File: config.mk
export PLATFORM = sky130hd
export DESIGN_NAME = octal_dac_regbank
export DESIGN_NICKNAME = d
export VERILOG_FILES = /design/src/rtl/octdac_pkg.sv /design/src/rtl/octdac_sync.sv /design/src/rtl/octdac_wr_fsm.sv /design/src/rtl/octdac_bank.sv /design/src/rtl/octal_dac_regbank.sv
export SDC_FILE = /design/constraint.sdc
export NUM_CORES = 1
export LEC_CHECK = 0
export ABC_AREA = 1
export BUFFER_PORTS_ARGS = -buffer_cell sky130_fd_sc_hd__buf_2
export CAP_MARGIN = 25
export CORE_MARGIN = 2
export CORE_UTILIZATION = 55
export DETAILED_ROUTE_END_ITERATION = 16
export PLACE_DENSITY = 0.74
export SLEW_MARGIN = 10
export SYNTH_ARGS = -nofsm -noshare
export SYNTH_HDL_FRONTEND = slang
export SYNTH_SLANG_ARGS = --single-unit
File: constraint.sdc
create_clock -name clk -period 4.8 [get_ports clk]
set_input_delay 0 -clock clk [delete_from_list [all_inputs] [get_ports clk]]
set_output_delay 0 -clock clk [all_outputs]
set_load 0.01 [all_outputs]
File: src/rtl/octdac_pkg.sv
package octdac_pkg;

    // Write interface state machine encoding
    typedef enum logic [1:0] {
        WS_IDLE   = 2'd0,
        WS_ARMED  = 2'd1,
        WS_COMMIT = 2'd2
    } wstate_e;

    // Index of each control pin inside the synchroniser vector
    localparam int unsigned PIN_CS   = 0;
    localparam int unsigned PIN_WR   = 1;
    localparam int unsigned PIN_LDAC = 2;
    localparam int unsigned PIN_CLR  = 3;
    localparam int unsigned PIN_CNT  = 4;

endpackage

File: src/rtl/octdac_sync.sv
module octdac_sync #(
    parameter int unsigned WIDTH  = 4,
    parameter int unsigned STAGES = 2,
    parameter logic [WIDTH-1:0] RESET_VAL = '1
) (
    input  logic             clk,
    input  logic             rst,
    input  logic [WIDTH-1:0] d,
    output logic [WIDTH-1:0] q
);

    logic [WIDTH-1:0] stg [STAGES];

    always_ff @(posedge clk) begin
        if (rst) begin
            for (int k = 0; k < STAGES; k++) stg[k] <= RESET_VAL;
        end else begin
            stg[0] <= d;
            for (int k = 1; k < STAGES; k++) stg[k] <= stg[k-1];
        end
    end

    assign q = stg[STAGES-1];

endmodule

File: src/rtl/octdac_wr_fsm.sv
module octdac_wr_fsm
    import octdac_pkg::*;
#(
    parameter int unsigned ADDR_W = 3,
    parameter int unsigned DATA_W = 13
) (
    input  logic              clk,
    input  logic              rst,
    input  logic              cs_s,
    input  logic              wr_s,
    input  logic [ADDR_W-1:0] addr,
    input  logic [DATA_W-1:0] din,
    output logic              wr_en,
    output logic [ADDR_W-1:0] wr_addr,
    output logic [DATA_W-1:0] wr_data
);

    wstate_e state, state_nx;
    logic    take;

    // Rising write edge seen while still selected
    assign take = (state == WS_ARMED) && !cs_s && wr_s;

    always_comb begin
        state_nx = state;
        unique case (state)
            WS_IDLE:   if (!cs_s && !wr_s) state_nx = WS_ARMED;
            WS_ARMED: begin
                if (cs_s)       state_nx = WS_IDLE;
                else if (wr_s)  state_nx = WS_COMMIT;
            end
            WS_COMMIT: state_nx = (!cs_s && !wr_s) ? WS_ARMED : WS_IDLE;
            default:   state_nx = WS_IDLE;
        endcase
    end

    always_ff @(posedge clk) begin
        if (rst) state <= WS_IDLE;
        else     state <= state_nx;
    end

    always_ff @(posedge clk) begin
        if (rst) begin
            wr_addr <= '0;
            wr_data <= '0;
        end else if (take) begin
            wr_addr <= addr;
            wr_data <= din;
        end
    end

    assign wr_en = (state == WS_COMMIT);


    commit_from_armed_chk: assert property (@(posedge clk) disable iff (rst)
        (state == WS_COMMIT) |-> ($past(state) == WS_ARMED));


    single_pulse_chk: assert property (@(posedge clk) disable iff (rst)
        wr_en |=> !wr_en);


    abort_chk: assert property (@(posedge clk) disable iff (rst)
        (state == WS_ARMED && cs_s) |=> (state == WS_IDLE));

endmodule

File: src/rtl/octdac_bank.sv
module octdac_bank #(
    parameter int unsigned CHANNELS = 8,
    parameter int unsigned DATA_W   = 13,
    parameter int unsigned ADDR_W   = 3
) (
    input  logic                         clk,
    input  logic                         rst,
    input  logic                         wr_en,
    input  logic [ADDR_W-1:0]            wr_addr,
    input  logic [DATA_W-1:0]            wr_data,
    input  logic                         load_all,
    output logic [CHANNELS*DATA_W-1:0]   dac_flat
);

    logic [DATA_W-1:0] in_q  [CHANNELS];
    logic [DATA_W-1:0] in_nx [CHANNELS];
    logic [DATA_W-1:0] dac_q [CHANNELS];

    for (genvar i = 0; i < CHANNELS; i++) begin : g_ch
        logic hit;
        assign hit      = wr_en && (wr_addr == ADDR_W'(i));
        assign in_nx[i] = hit ? wr_data : in_q[i];

        always_ff @(posedge clk) begin
            if (rst) begin
                in_q[i]  <= '0;
                dac_q[i] <= '0;
            end else begin
                in_q[i] <= in_nx[i];
                if (load_all) dac_q[i] <= in_nx[i];
            end
        end

        assign dac_flat[i*DATA_W +: DATA_W] = dac_q[i];


        dac_hold_chk: assert property (@(posedge clk) disable iff (rst)
            !load_all |=> $stable(dac_q[i]));


        dac_copy_chk: assert property (@(posedge clk) disable iff (rst)
            (load_all && !wr_en) |=> (dac_q[i] == $past(in_q[i])));


        in_keep_chk: assert property (@(posedge clk) disable iff (rst)
            !(wr_en && wr_addr == ADDR_W'(i)) |=> $stable(in_q[i]));
    end

endmodule

File: src/rtl/octal_dac_regbank.sv
module octal_dac_regbank
    import octdac_pkg::*;
#(
    parameter int unsigned CHANNELS = 8,
    parameter int unsigned DATA_W   = 13,
    parameter int unsigned SYNC_STAGES = 2,
    localparam int unsigned ADDR_W  = $clog2(CHANNELS),
    localparam int unsigned BUS_W   = CHANNELS * DATA_W
) (
    input  logic                clk,
    input  logic                rst,
    input  logic                cs_n,
    input  logic                wr_n,
    input  logic                ldac_n,
    input  logic                clr_n,
    input  logic [ADDR_W-1:0]   addr,
    input  logic [DATA_W-1:0]   din,
    output logic [BUS_W-1:0]    dac_code,
    output logic [CHANNELS-1:0] out_sel_dac
);

    logic [PIN_CNT-1:0] pins_raw, pins_s;
    logic               wr_en;
    logic [ADDR_W-1:0]  wr_addr;
    logic [DATA_W-1:0]  wr_data;

    assign pins_raw[PIN_CS]   = cs_n;
    assign pins_raw[PIN_WR]   = wr_n;
    assign pins_raw[PIN_LDAC] = ldac_n;
    assign pins_raw[PIN_CLR]  = clr_n;

    octdac_sync #(
        .WIDTH     (PIN_CNT),
        .STAGES    (SYNC_STAGES),
        .RESET_VAL ('1)
    ) u_sync (
        .clk (clk),
        .rst (rst),
        .d   (pins_raw),
        .q   (pins_s)
    );

    octdac_wr_fsm #(
        .ADDR_W (ADDR_W),
        .DATA_W (DATA_W)
    ) u_fsm (
        .clk     (clk),
        .rst     (rst),
        .cs_s    (pins_s[PIN_CS]),
        .wr_s    (pins_s[PIN_WR]),
        .addr    (addr),
        .din     (din),
        .wr_en   (wr_en),
        .wr_addr (wr_addr),
        .wr_data (wr_data)
    );

    octdac_bank #(
        .CHANNELS (CHANNELS),
        .DATA_W   (DATA_W),
        .ADDR_W   (ADDR_W)
    ) u_bank (
        .clk      (clk),
        .rst      (rst),
        .wr_en    (wr_en),
        .wr_addr  (wr_addr),
        .wr_data  (wr_data),
        .load_all (!pins_s[PIN_LDAC]),
        .dac_flat (dac_code)
    );

    // Assertion is immediate through the raw pin; release waits for the
    // synchronised copy so the select never glitches back early.
    assign out_sel_dac = {CHANNELS{clr_n & pins_s[PIN_CLR]}};


    clr_force_chk: assert property (@(posedge clk) disable iff (rst)
        !clr_n |-> (out_sel_dac == '0));


    clr_release_chk: assert property (@(posedge clk) disable iff (rst)
        (clr_n && $past(clr_n) && $past(clr_n, 2)) |-> (&out_sel_dac));


    clr_keeps_codes_chk: assert property (@(posedge clk) disable iff (rst)
        (!clr_n && pins_s[PIN_LDAC]) |=> $stable(dac_code));

endmodule

Yosys cells after proc, flatten, opt, wreduce, memory -nomap -nowiden
Memory sizes are Yosys's and may differ from the RTL's.
Index checks and enable logic that the tools add are counted.
{"block": "word_totals", "ff_bits": 18, "mem_bits_rw": 216, "output_inout_bits": 112, "word_cells": 89, "n_memories": 3}
{"block": "classes", "n_eq_ne": 11, "muxes": 37, "bitwise_logic": 19, "reduce_logical": 16}
{"name": "u_bank.dac_q", "depth": 8, "width": 13, "rd": 8, "rd_clocked_by_memory_dff": 0, "wr": 8, "line": "octdac_bank.sv:17", "source": "logic [DATA_W-1:0] dac_q [CHANNELS];"}
{"name": "u_bank.in_q", "depth": 8, "width": 13, "rd": 8, "rd_clocked_by_memory_dff": 0, "wr": 8, "line": "octdac_bank.sv:15", "source": "logic [DATA_W-1:0] in_q [CHANNELS];"}
{"name": "u_sync.stg", "depth": 2, "width": 4, "rd": 2, "rd_clocked_by_memory_dff": 0, "wr": 2, "line": "octdac_sync.sv:12", "source": "logic [WIDTH-1:0] stg [STAGES];"}
{"cell": "$mux W13", "count": 24}
{"cell": "$or A1 B1 Y1", "count": 18}
{"cell": "$eq A3 B3 Y1 const B", "count": 4}
{"cell": "$logic_and A1 B1 Y1", "count": 11}
{"cell": "$mux W4", "count": 2}
{"cell": "$mux W1", "count": 7}
{"cell": "$eq A3 B2 Y1 const B", "count": 2}
{"cell": "$mux W2", "count": 3}
{"cell": "$pmux W2 S3", "count": 1}
{"cell": "$eq A3 B1 Y1 const B", "count": 1}
{"cell": "$logic_not A3 Y1", "count": 1}
{"cell": "$ne A3 B3 Y1 const B", "count": 1}
{"cell": "$eq A2 B1 Y1 const B", "count": 1}
{"cell": "$eq A2 B2 Y1 const B", "count": 1}
{"cell": "$logic_not A1 Y1", "count": 2}
{"cell": "$logic_not A2 Y1", "count": 1}
{"cell": "$ne A2 B1 Y1 const B", "count": 1}
{"cell": "$reduce_and A2 Y1", "count": 1}
{"cell": "$and A1 B1 Y1", "count": 1}

Longest topological paths before layout
Gate-level depths: netlist (run 1).
An unclocked memory read counts as a cell.
{"block": "depth", "depth_word": 5, "depth_mapped": 8, "mapped_depth_nobuf": 6}

Cells and area by module
From an unflattened synthesis (run 1), not the netlist that was laid out.
{"block": "unflattened", "hier_cells": 1073, "hier_area_um2": 9126.3}
{"module": "octdac_bank", "n_inst": 1, "cells_each": 919, "area_each_um2": 7981.4, "seq_area_each_um2": 5205.0}
{"module": "octdac_wr_fsm", "n_inst": 1, "cells_each": 115, "area_each_um2": 827.0, "seq_area_each_um2": 360.3}
{"module": "octdac_sync", "n_inst": 1, "cells_each": 29, "area_each_um2": 254.0, "seq_area_each_um2": 160.2}
{"module": "octal_dac_regbank", "n_inst": 1, "cells_each": 10, "area_each_um2": 63.8, "seq_area_each_um2": 0.0}

Worst setup path after synthesis (run 1)
No wires, ideal clock.
{"block": "synth_timing", "path_type": "input port to flip-flop", "startpoint": "in rst", "endpoint": "mem u_bank.dac_q[0][0] (enable)", "setup_time_ns": 0.953, "arrival_time_ns": 2.241, "required_time_ns": 3.847, "setup_slack_ns": 1.607, "path_stages": 4, "path_buffers": 2, "cell_sequence": "clkbuf_1 > inv_1 > buf_1 > nand2_1"}
{"element": "start, declared", "line": "octal_dac_regbank.sv:11", "source": "input logic rst,"}
{"element": "end, declared", "line": "octdac_bank.sv:17"}

==> Flow_metrics.wiki, run 1 <==
{| class="wikitable"
! Metric !! Value
|-
| Critical path data required time || 4.95 ns
|-
| Growth of design area from synthesis to finish || 19.0%
|-
| Post-layout utilization of the core || 0.667
|-
| Crit Path Max Fanout || 73
|-
| Initial core utilization || 0.561
|-
| Clock tree buffer depth || 3
|-
| Residual DRC count || 0
|-
| Path type of the worst setup path || input port to flop
|-
| Syn_nets || 1022
|-
| Slew at the pin closest to its max-slew limit || 1.00 ns
|-
| Synthesized netlist cell count || 1000
|-
| Post-placement cell area || 9580 µm²
|-
| Number of warnings issued by yosys || 0
|-
| Antenna cell count || 0
|-
| Total overflow reported by the global router || 0
|-
| Overall die area || 17200 µm²
|-
| Number of I/O pins || 134
|-
| CTS tree || built
|-
| Count of vias placed by the detailed router || 6719
|-
| Run status || finished, final reports clean
|-
| Clock buffer count from CTS || 24
|-
| DR WL/cell || 14.5 µm
|-
| Leakage || 4.41 nW
|-
| Total global routing track utilization || 0.228
|-
| Count of input and output buffers || 133
|-
| CP delay by family, top || buffers and inverters
|-
| Power per standard cell area || 383 nW/µm²
|-
| Min Clock Period, post-route || 2.69 ns
|-
| Antenna violations before repair || 0
|-
| Antenna Violating Nets Remaining || 0
|-
| Cell chosen for the clock root || sky130_fd_sc_hd__clkbuf_16
|-
| HP Class || input port to flop
|-
| Width of the chip || 131 µm
|-
| CTS H-Tree Depth || 1
|-
| Headroom to the max-slew limit || 0.331
|-
| Floorplan Core Area || 15800 µm²
|-
| Cells resized by post-CTS repair || 0
|-
| Worst-path clk slew || 0.06 ns
|-
| Fraction of the cycle the final worst path needs || 0.561
|-
| FF+latch count, synth || 234
|-
| Critical Path Start Type || input port
|-
| Final-report max-slew violation count || 0
|-
| Setup Skew || 0.00808 ns
|-
| Floorplan die height || 131 µm
|-
| Detailed-router iteration count before antenna repair || 5
|-
| Sequential-to-total area share from yosys stat || 0.645
|-
| Final hold violation count || 0
|-
| Via count of the first global-routing pass || 6059
|-
| Mapped cell area || 8880 µm²
|-
| Count of hold-fix buffers inserted at cts || 21
|-
| Buffers & Inverters on Critical Path || 4
|-
| Final count of negative-setup-slack endpoints || 0
|-
| Drt initial violations || 742
|-
| Worst-skew pair later-pin latency || 0.50 ns
|-
| Post-CTS setup-driven buffer insertion count || 0
|-
| RSZ-0062 raised after global routing || false
|-
| Detailed-route vias per instance || 4.94
|-
| Gpl congestion || 0.772
|-
| VDD IR-drop max || 283 µV
|-
| Cell type with the highest occurrence count on the critical path || sky130_fd_sc_hd__buf_4
|-
| Share of post-route cells with drive strength above 1 || 0.164
|-
| Total number of nets in the final design || 1149
|-
| Maximum number of pins on one net before global-route repair || 78
|-
| Post-synth cell types || 15
|-
| Post-route cell area || 10600 µm²
|-
| Cells along the critical path || dlygate4sd3_1, buf_4, inv_1, nand2_4, buf_4
|-
| Slowest CP cell || sky130_fd_sc_hd__nand2_4
|-
| Overall power consumption || 4.04 mW
|-
| Floorplan row count || 46
|-
| Global-route wire length before repair || 30.5 mm
|-
| Synthesized area per cell || 8.88 µm²
|-
| Hpwl dp || 11.6 mm
|-
| Number of violations of the max-capacitance limit || 0
|-
| Detailed Route WL || 19.7 mm
|-
| Number of clock sinks || 234
|-
| Setup tns final || 0 ns
|-
| Highest cell delay on the worst timing path || 0.83 ns
|-
| CP arrival || 2.84 ns
|-
| Category of the worst setup path capture point || flop
|-
| Hold WS || 0.229 ns
|-
| Achievable frequency || 0.372 GHz
|}
-- placed cells by master, fill, tap and decap left out, drive strengths merged --
| cell type | count |
|---|---|
| nand2 | 243 |
| clkinv | 6 |
| buf | 139 |
| inv | 101 |
| a21oi | 1 |
| o21bai | 26 |
| dlygate4sd3 | 21 |
| edfxtp | 104 |
| nor2 | 254 |
| clkbuf | 37 |
| dfxtp | 130 |
| o21ai | 16 |
| or2 | 9 |
| nand3 | 58 |
-- where the power goes --
| group | leakage (nW) | internal (mW) | switching, mW |
|---|---|---|---|
| Sequential | 2.14 | 2.12 | 0.0125 |
| Clock | 0.380 | 1.03 | 0.730 |
| Combinational | 1.89 | 0.0520 | 0.0933 |
| Total | 4.41 | 3.21 | 0.836 |
-- metrics by stage --
stage | setup slack (ns) | cells
after floorplan | 1.61 | 1000
after global routing | 1.88 | 1361
final | 2.11 | 1361
after global placement | 2.15 | 1295
after detailed placement | 2.11 | 1295
after CTS | 2.08 | 1360
-- state kept, by name, indices dropped and copies added, names as in the netlist --
register	flops
u_sync.stg	8
u_fsm.state	2
u_fsm.wr_addr	3
u_bank.dac_q	104
u_bank.in_q	104
u_fsm.wr_data	13
-- area by class of cell --
| cell class | count | area, µm² |
|---|---|---|
| multi-input combinational | 607 | 2510 |
| tap | 216 | 270 |
| sequential | 234 | 5730 |
| fill | 1293 | 5270 |
| clock buffer | 37 | 721 |
| inverter | 100 | 375 |
| timing repair buffer | 160 | 923 |
| clock inverter | 7 | 38.8 |
-- cells in the mapped netlist --
library cell	n	share of area
sky130_fd_sc_hd__a21oi_1	1	0.00056
sky130_fd_sc_hd__buf_1	2	0.00085
sky130_fd_sc_hd__buf_2	26	0.015
sky130_fd_sc_hd__buf_4	7	0.0059
sky130_fd_sc_hd__clkbuf_1	24	0.010
sky130_fd_sc_hd__dfxtp_1	130	0.29
sky130_fd_sc_hd__edfxtp_1	104	0.35
sky130_fd_sc_hd__inv_1	100	0.042
sky130_fd_sc_hd__nand2_1	243	0.10
sky130_fd_sc_hd__nand3_1	58	0.033
sky130_fd_sc_hd__nor2_1	253	0.11
sky130_fd_sc_hd__nor2_2	1	0.00071
sky130_fd_sc_hd__o21ai_0	16	0.0090
sky130_fd_sc_hd__o21bai_1	26	0.022
sky130_fd_sc_hd__or2_2	9	0.0063
-- metal layers --
layer  vias up  GRT usage  share of wire
met3        28     0.0383          0.069
li1       3352          -              -
met2       232      0.374           0.48
met1      3107      0.320           0.43
met4         0     0.0526          0.018
met5         -          0              0
-- final timing paths --
check             cells past startpoint  slack, ns                           endpoint                     startpoint
setup / recovery                      5       2.11  u_bank.dac_q[0][39]$_SDFFCE_PN0P_                            rst
hold / removal                        3       0.23        u_sync.stg[0][2]$_SDFF_PP1_                         ldac_n
setup reg to reg                      6       2.38  u_bank.dac_q[0][42]$_SDFFCE_PN0P_  u_fsm.wr_addr[0]$_SDFFE_PP0P_
hold reg to reg                       1       0.41        u_sync.stg[0][6]$_SDFF_PP1_    u_sync.stg[0][2]$_SDFF_PP1_
-- logic make-up (layout without fill, tap and decap cells) --
group / count (synthesis) / in the layout / synth area share
DFF: 234 / 234 / 0.645
buffers and inverters: 159 / 304 / 0.0739
and+or+nand+nor: 564 / 564 / 0.250
AOI/OAI and AO/OA: 43 / 43 / 0.0316
-- worst min-delay path, delay by kind of cell --
| family | cells | cell delay, ns |
|---|---|---|
| buf+inv | 2 | 0.62 |
| simple gates | 1 | 0.08 |
No activity file was read; power rests on OpenSTA's default activity.
==> run 2, diff against run 1 <==
- ABC_AREA: 1 -> 0
- CORE_UTILIZATION: 55 -> 52
- PLACE_DENSITY: 0.74 -> 0.73
- clock period: 4.8 -> 2.17 ns (I/O delays scaled with it)
==> run 2 against run 1 <==
Against the previous run: count of clock-buffer cells in the layout decreased by 6; routed wire length up 19%; global-route usage rose by 0.29 points; power increased by 120%; critical path type is now flop to flop; die area is 17% higher; first-iteration DRC count decreased by 29%; register-to-register slack lost 2.0 ns.
==> Flow_metrics.wiki, run 2 <==
{| class="wikitable"
! Metric !! Value
|-
| Run status || finished, final reports clean
|-
| Critical Path Start Type || flop
|-
| Post-synth cell types || 28
|-
| Category of the worst setup path capture point || flop
|-
| Initial core utilization || 0.530
|-
| RSZ-0062 raised after global routing || false
|-
| Floorplan Core Area || 18600 µm²
|-
| Wire length on met2 || 10.8 mm
|-
| Largest area contributor in the netlist || sky130_fd_sc_hd__edfxtp_1
|-
| Number of flops mapped to enable cells by yosys || 104
|-
| Final count of negative-setup-slack endpoints || 0
|-
| Cell chosen for the clock root || sky130_fd_sc_hd__clkbuf_16
|-
| Critical path data required time || 2.52 ns
|-
| Slew at the pin closest to its max-slew limit || 0.704 ns
|-
| Syn_nets || 849
|-
| Via count of the first global-routing pass || 6099
|-
| Crit Path Max Fanout || 36
|-
| Slowest CP cell || sky130_fd_sc_hd__nor2_4
|-
| Top cells by instance count after synthesis || 208 x sky130_fd_sc_hd__mux2i_1, 149 x sky130_fd_sc_hd__nand2_1, 130 x sky130_fd_sc_hd__dfxtp_1
|-
| Detailed-route vias per instance || 5.28
|-
| Worst-path clk slew || 0.06 ns
|-
| Floorplan row count || 50
|-
| Residual DRC count || 0
|-
| Share of synthesized flip-flops with an asynchronous set or reset || 0
|-
| Growth of design area from synthesis to finish || 16.3%
|-
| Antenna Violating Nets Remaining || 0
|-
| Mapped cell area || 9880 µm²
|-
| Min Clock Period, post-route || 1.80 ns
|-
| Gpl congestion || 0.769
|-
| VDD IR-drop max || 552 µV
|-
| Clock tree buffer depth || 3
|-
| Commonest cells after routing, fill and taps aside || 208 x sky130_fd_sc_hd__mux2i_1, 149 x sky130_fd_sc_hd__nand2_1, 133 x sky130_fd_sc_hd__buf_2, 130 x sky130_fd_sc_hd__dfxtp_1, 117 x sky130_fd_sc_hd__nand2b_1
|-
| Number of warnings issued by yosys || 0
|-
| Most common cell after layout, fill and taps aside || sky130_fd_sc_hd__mux2i_1
|-
| Width of the chip || 142 µm
|-
| Primary flip-flop cell chosen by synthesis mapping || sky130_fd_sc_hd__dfxtp_1
|-
| Worst setup slack after layout || 0.366 ns
|-
| Synthesized area per cell || 11.9 µm²
|-
| Post-route met1 wirelength || 10.9 mm
|-
| Number of clock sinks || 234
|-
| Storage cell area || 5730 µm²
|-
| Cells along the critical path || nor2_4, buf_12, nand2_1, mux2i_1
|-
| Fraction of the cycle the final worst path needs || 0.831
|-
| FF+latch count, synth || 234
|-
| Share of the synthesized area in the top cell type || 0.316
|-
| Achievable frequency || 0.554 GHz
|-
| Drt initial violations || 526
|-
| Fill cell total of the finished layout || 1492
|-
| Overall die area || 20100 µm²
|-
| Area occupied by multi-input gates || 3700 µm²
|-
| Sequential-to-total area share from yosys stat || 0.580
|-
| Highest cell delay on the worst timing path || 0.41 ns
|-
| CTS H-Tree Depth || 1
|-
| Top Metal Used || met4
|-
| Share of post-route cells with drive strength above 1 || 0.209
|-
| Post-CTS setup-driven buffer insertion count || 0
|-
| CP arrival || 2.16 ns
|-
| Library cell with the highest instance count after synthesis || sky130_fd_sc_hd__mux2i_1
|-
| Hpwl dp || 14.0 mm
|-
| Antenna cell count || 0
|-
| Worst-skew pair later-pin latency || 0.52 ns
|-
| Routed wire length on met3 || 1.37 mm
|-
| Number of violations of the max-capacitance limit || 0
|-
| Number of I/O pins || 134
|-
| Placement Setup Slack || 0.391 ns
|-
| Antenna violations before repair || 0
|-
| Synthesized netlist cell count || 827
|-
| Leakage || 5.54 nW
|-
| Total global routing track utilization || 0.231
|-
| Setup tns final || 0 ns
|-
| Path type of the worst setup path || flop to flop
|-
| Detailed Route WL || 23.5 mm
|-
| Count of input and output buffers || 133
|-
| Global-route wire length before repair || 35.2 mm
|-
| Leading post-synthesis cells by cell area || sky130_fd_sc_hd__edfxtp_1 32%, sky130_fd_sc_hd__dfxtp_1 26%, sky130_fd_sc_hd__mux2i_1 21%, sky130_fd_sc_hd__nand2b_1 7.5%, sky130_fd_sc_hd__nand2_1 5.7%
|-
| HP Class || input port to flop
|-
| Count of vias placed by the detailed router || 6347
|-
| Largest registers || u_bank.dac_q x104, u_bank.in_q x104, u_fsm.wr_data x13
|-
| DR WL/cell || 19.6 µm
|-
| Clock buffer count from CTS || 24
|-
| Maximum number of pins on one net before global-route repair || 62
|-
| Headroom to the max-slew limit || 0.529
|-
| Detailed-router iteration count before antenna repair || 5
|-
| CTS tree || built
|-
| Final-report max-slew violation count || 0
|-
| Floorplan die height || 142 µm
|-
| Power per standard cell area || 771 nW/µm²
|-
| Total number of nets in the final design || 973
|-
| CP delay by family, top || simple AND/OR/NAND/NOR gates
|-
| Final hold violation count || 0
|-
| Setup Skew || 0.00915 ns
|-
| Total overflow reported by the global router || 0
|-
| Buffers & Inverters on Critical Path || 1
|}
[run 2: cell count changes in the layout (fill, tap and decap cells not counted), moves of 16 or more]
cell and change:
sky130_fd_sc_hd__inv_1 -100, sky130_fd_sc_hd__mux2i_1 +208, sky130_fd_sc_hd__nor2_1 -250, sky130_fd_sc_hd__o21bai_1 -26, sky130_fd_sc_hd__nand3_1 -57, sky130_fd_sc_hd__nand2b_1 +117
sky130_fd_sc_hd__nand2_1 -93, sky130_fd_sc_hd__o21ai_0 -16
[run 2: repair_timing]
action	CTS	global route
hold buffers	20	0
endpoints found under the setup margin	0	0
resized for setup	0	0
endpoints found under the hold margin	20	0
[run 2: path summary, 6_finish.rpt]
| kind | from | end | slack (ns) | cells past startpoint |
|---|---|---|---|---|
| setup / recovery | u_sync.stg[0][6]$_SDFF_PP1_ | u_bank.dac_q[0][30]$_SDFFCE_PN0P_ | 0.37 | 4 |
| hold / removal | rst | u_bank.dac_q[0][22]$_SDFFCE_PN0P_ | 0.06 | 4 |
| setup reg to reg | u_sync.stg[0][6]$_SDFF_PP1_ | u_bank.dac_q[0][30]$_SDFFCE_PN0P_ | 0.37 | 4 |
| hold reg to reg | u_sync.stg[0][0]$_SDFF_PP1_ | u_sync.stg[0][4]$_SDFF_PP1_ | 0.41 | 1 |
[run 2: cell type report]
class                           count  share of cell area
Multi-Input combinational cell    520               0.322
Sequential cell                   234               0.498
Timing Repair Buffer              171              0.0926
Tap cell                          234              0.0255
Clock inverter                     13             0.00512
Clock buffer                       31              0.0564
[run 2: per-layer routing]
| metal | vias to the layer above | track usage |
|---|---|---|
| li1 | 3043 | - |
| met1 | 3051 | 0.337 |
| met2 | 222 | 0.364 |
| met3 | 31 | 0.0317 |
| met4 | 0 | 0.0616 |
| met5 | - | 0 |
[run 2: kinds of logic (layout without fill, tap and decap cells)]
family	Yosys count	after routing	share of synthesized area
mux	208	208	0.211
simple gates	295	295	0.154
buf+inv	73	215	0.0462
flops	234	234	0.580
compound gates	17	17	0.00899
[run 2: power by group]
part,internal (mW),switching [mW]
clock network,2.10,1.68
logic,0.155,0.204
registers,4.69,0.0346
[run 2: worst reg2reg max path, cell delays in order, from the launching register on]
cell	delay [ns]
sky130_fd_sc_hd__dfxtp_1	0.36
sky130_fd_sc_hd__nor2_4	0.41
sky130_fd_sc_hd__buf_12	0.27
sky130_fd_sc_hd__nand2_1	0.35
sky130_fd_sc_hd__mux2i_1	0.26
[run 2: per-stage QoR]
| stage | instances | util | instance area (µm²) | power (mW) | hold slack [ns] |
|---|---|---|---|---|---|
| final | 1203 | 0.616 | 11500 | 8.86 | 0.0558 |
| after global placement | 1139 | 0.568 | 10600 | 5.15 | 0.182 |
| after floorplan | 827 | - | 9880 | 5.00 | 0.104 |
| after CTS | 1203 | 0.616 | 11500 | 8.90 | 0.0417 |
| after detailed placement | 1139 | 0.568 | 10600 | 5.15 | 0.186 |
| after global routing | 1203 | 0.616 | 11500 | 9.08 | 0.0861 |
==> run 3, diff against run 2 <==
- ABC_AREA: 0 -> 1
- CORE_UTILIZATION: 52 -> 51
- clock period: 2.17 -> 1.6 ns (I/O delays scaled with it)
==> run 3 against run 2 <==
Against the previous run: sequential power rose by 35%; design area fell by 5.1%; clock power rose by 38%; count of clock-buffer cells in the layout rose by 4; critical endpoint is now u_bank.dac_q[0][37]$_SDFFCE_PN0P_; largest cell class unchanged.
==> Flow_metrics.wiki, run 3 (synthesis results as in run 1) <==
{| class="wikitable"
! Metric !! Value
|-
| Count of vias placed by the detailed router || 6814
|-
| CTS H-Tree Depth || 1
|-
| Category of the worst setup path capture point || flop
|-
| Cell chosen for the clock root || sky130_fd_sc_hd__clkbuf_16
|-
| Post-CTS setup-driven buffer insertion count || 0
|-
| Share of post-route cells with drive strength above 1 || 0.190
|-
| Leakage || 4.58 nW
|-
| Antenna violations before repair || 0
|-
| CP arrival || 1.86 ns
|-
| Critical Path Start Type || flop
|-
| Antenna Violating Nets Remaining || 0
|-
| Number of violations of the max-capacitance limit || 0
|-
| Min Clock Period, post-route || 1.50 ns
|-
| DR WL/cell || 14.6 µm
|-
| Crit Path Max Fanout || 9
|-
| Width of the chip || 136 µm
|-
| Overall die area || 18500 µm²
|-
| Detailed-router iteration count before antenna repair || 5
|-
| Cells along the critical path || inv_1, nor2_4, nand3_1, buf_4, nand2_1, nand2_1, nor2_1
|-
| Total global routing track utilization || 0.221
|-
| Growth of design area from synthesis to finish || 22.8%
|-
| Setup tns final || 0 ns
|-
| Commonest cells after routing, fill and taps aside || 250 x sky130_fd_sc_hd__nor2_1, 242 x sky130_fd_sc_hd__nand2_1, 132 x sky130_fd_sc_hd__buf_2, 129 x sky130_fd_sc_hd__dfxtp_1, 104 x sky130_fd_sc_hd__edfxtp_1
|-
| Fraction of the cycle the final worst path needs || 0.938
|-
| Final hold violation count || 0
|-
| Global-route wire length before repair || 31.6 mm
|-
| Maximum number of pins on one net before global-route repair || 114
|-
| Detailed Route WL || 20.4 mm
|-
| Drt initial violations || 575
|-
| Clock tree buffer depth || 3
|-
| Hpwl dp || 12.1 mm
|-
| Floorplan Core Area || 17200 µm²
|-
| Slowest CP cell || sky130_fd_sc_hd__dfxtp_1
|-
| Total overflow reported by the global router || 0
|-
| Final count of negative-setup-slack endpoints || 0
|-
| Final-report max-slew violation count || 0
|-
| Run status || finished, final reports clean
|-
| Antenna cell count || 0
|-
| Total number of nets in the final design || 1182
|-
| Setup Skew || 0.0106 ns
|-
| Worst-path clk slew || 0.06 ns
|-
| Residual DRC count || 0
|-
| Area occupied by multi-input gates || 2530 µm²
|-
| Path type of the worst setup path || flop to flop
|-
| Initial core utilization || 0.517
|-
| Cell count after placement || 1340
|-
| Clock buffer count from CTS || 23
|-
| Via count of the first global-routing pass || 6200
|-
| Fill cell total of the finished layout || 1451
|-
| CTS tree || built
|-
| Highest cell delay on the worst timing path || 0.41 ns
|-
| Count of input and output buffers || 133
|-
| Floorplan die height || 136 µm
|-
| VDD IR-drop max || 762 µV
|-
| Number of clock sinks || 234
|-
| Worst-skew pair later-pin latency || 0.50 ns
|-
| Most common cell after layout, fill and taps aside || sky130_fd_sc_hd__nor2_1
|-
| Critical path data required time || 1.96 ns
|-
| Cell type with the highest occurrence count on the critical path || sky130_fd_sc_hd__nand2_1
|-
| Achievable frequency || 0.666 GHz
|-
| Number of I/O pins || 134
|-
| Floorplan row count || 48
|-
| Detailed-route vias per instance || 4.87
|-
| RSZ-0062 raised after global routing || false
|-
| Headroom to the max-slew limit || 0.632
|-
| Largest registers || u_bank.dac_q x104, u_bank.in_q x104, u_fsm.wr_data x13
|-
| Power per standard cell area || 1110 nW/µm²
|-
| Buffers & Inverters on Critical Path || 2
|-
| Storage cell area || 5730 µm²
|-
| HP Class || input port to flop
|-
| Slew at the pin closest to its max-slew limit || 0.552 ns
|-
| Gpl congestion || 0.763
|-
| Non-Filler Instances || 1400
|-
| CP delay by family, top || simple AND/OR/NAND/NOR gates
|}
-- run 3: report_power, final --
part	leakage, nW	switching, mW	total [mW]	internal, mW
clock network	0.358	2.14	5.22	3.08
registers	2.14	0.0428	6.40	6.36
logic	2.08	0.291	0.470	0.179
total	4.58	2.47	12.1	9.62
-- run 3: metal layers --
layer  GRT usage  up-vias  share of wire
met5           0        -              0
met4      0.0700        0          0.023
met1       0.309     3129           0.44
li1            -     3405              -
met2       0.357      245           0.47
met3      0.0332       35          0.066
-- run 3: through the flow --
| step | cell area, µm² | power, mW | hold slack (ns) | utilization | setup slack, ns |
|---|---|---|---|---|---|
| detailed placement | 9950 | 6.97 | 0.189 | 0.579 | 0.0514 |
| finish | 10900 | 12.1 | 0.0425 | 0.635 | 0.0985 |
| floorplan | 8890 | 6.75 | 0.104 | - | 0.122 |
| global route | 10900 | 12.4 | 0.0664 | 0.635 | 0.00592 |
| global placement | 9950 | 6.96 | 0.184 | 0.579 | 0.105 |
| CTS | 10900 | 12.2 | 0.0381 | 0.634 | 0.0256 |
-- run 3: final timing paths --
path / start / endpoint / slack, ns / cells past startpoint
max: u_fsm.state[1]$_SDFFE_PP0P_ / u_bank.dac_q[0][37]$_SDFFCE_PN0P_ / 0.1 / 7
max reg2reg: u_fsm.state[1]$_SDFFE_PP0P_ / u_bank.dac_q[0][37]$_SDFFCE_PN0P_ / 0.1 / 7
min: rst / u_bank.dac_q[0][27]$_SDFFCE_PN0P_ / 0.04 / 3
min reg2reg: u_sync.stg[0][2]$_SDFF_PP1_ / u_sync.stg[0][6]$_SDFF_PP1_ / 0.41 / 1
-- run 3: area by class of cell --
class / count / area share
clock inverter: 5 / 0.00505
sequential: 234 / 0.525
tap: 225 / 0.0258
clock buffer: 35 / 0.0624
inverter: 100 / 0.0344
timing repair buffer: 194 / 0.115
multi-input combinational: 607 / 0.232
-- run 3: what timing repair did --
| item | CTS | global route |
|---|---|---|
| endpoints found under the hold margin | 20 | 0 |
| resized for setup | 0 | 5 |
| setup endpoints to repair | 0 | 75 |
| hold buffers | 20 | 0 |
-- run 3: tightest hold or removal path: cells and delay by family --
kind	cells	cell delay (ns)
buffers and inverters	2	0.21
and+or+nand+nor	1	0.17
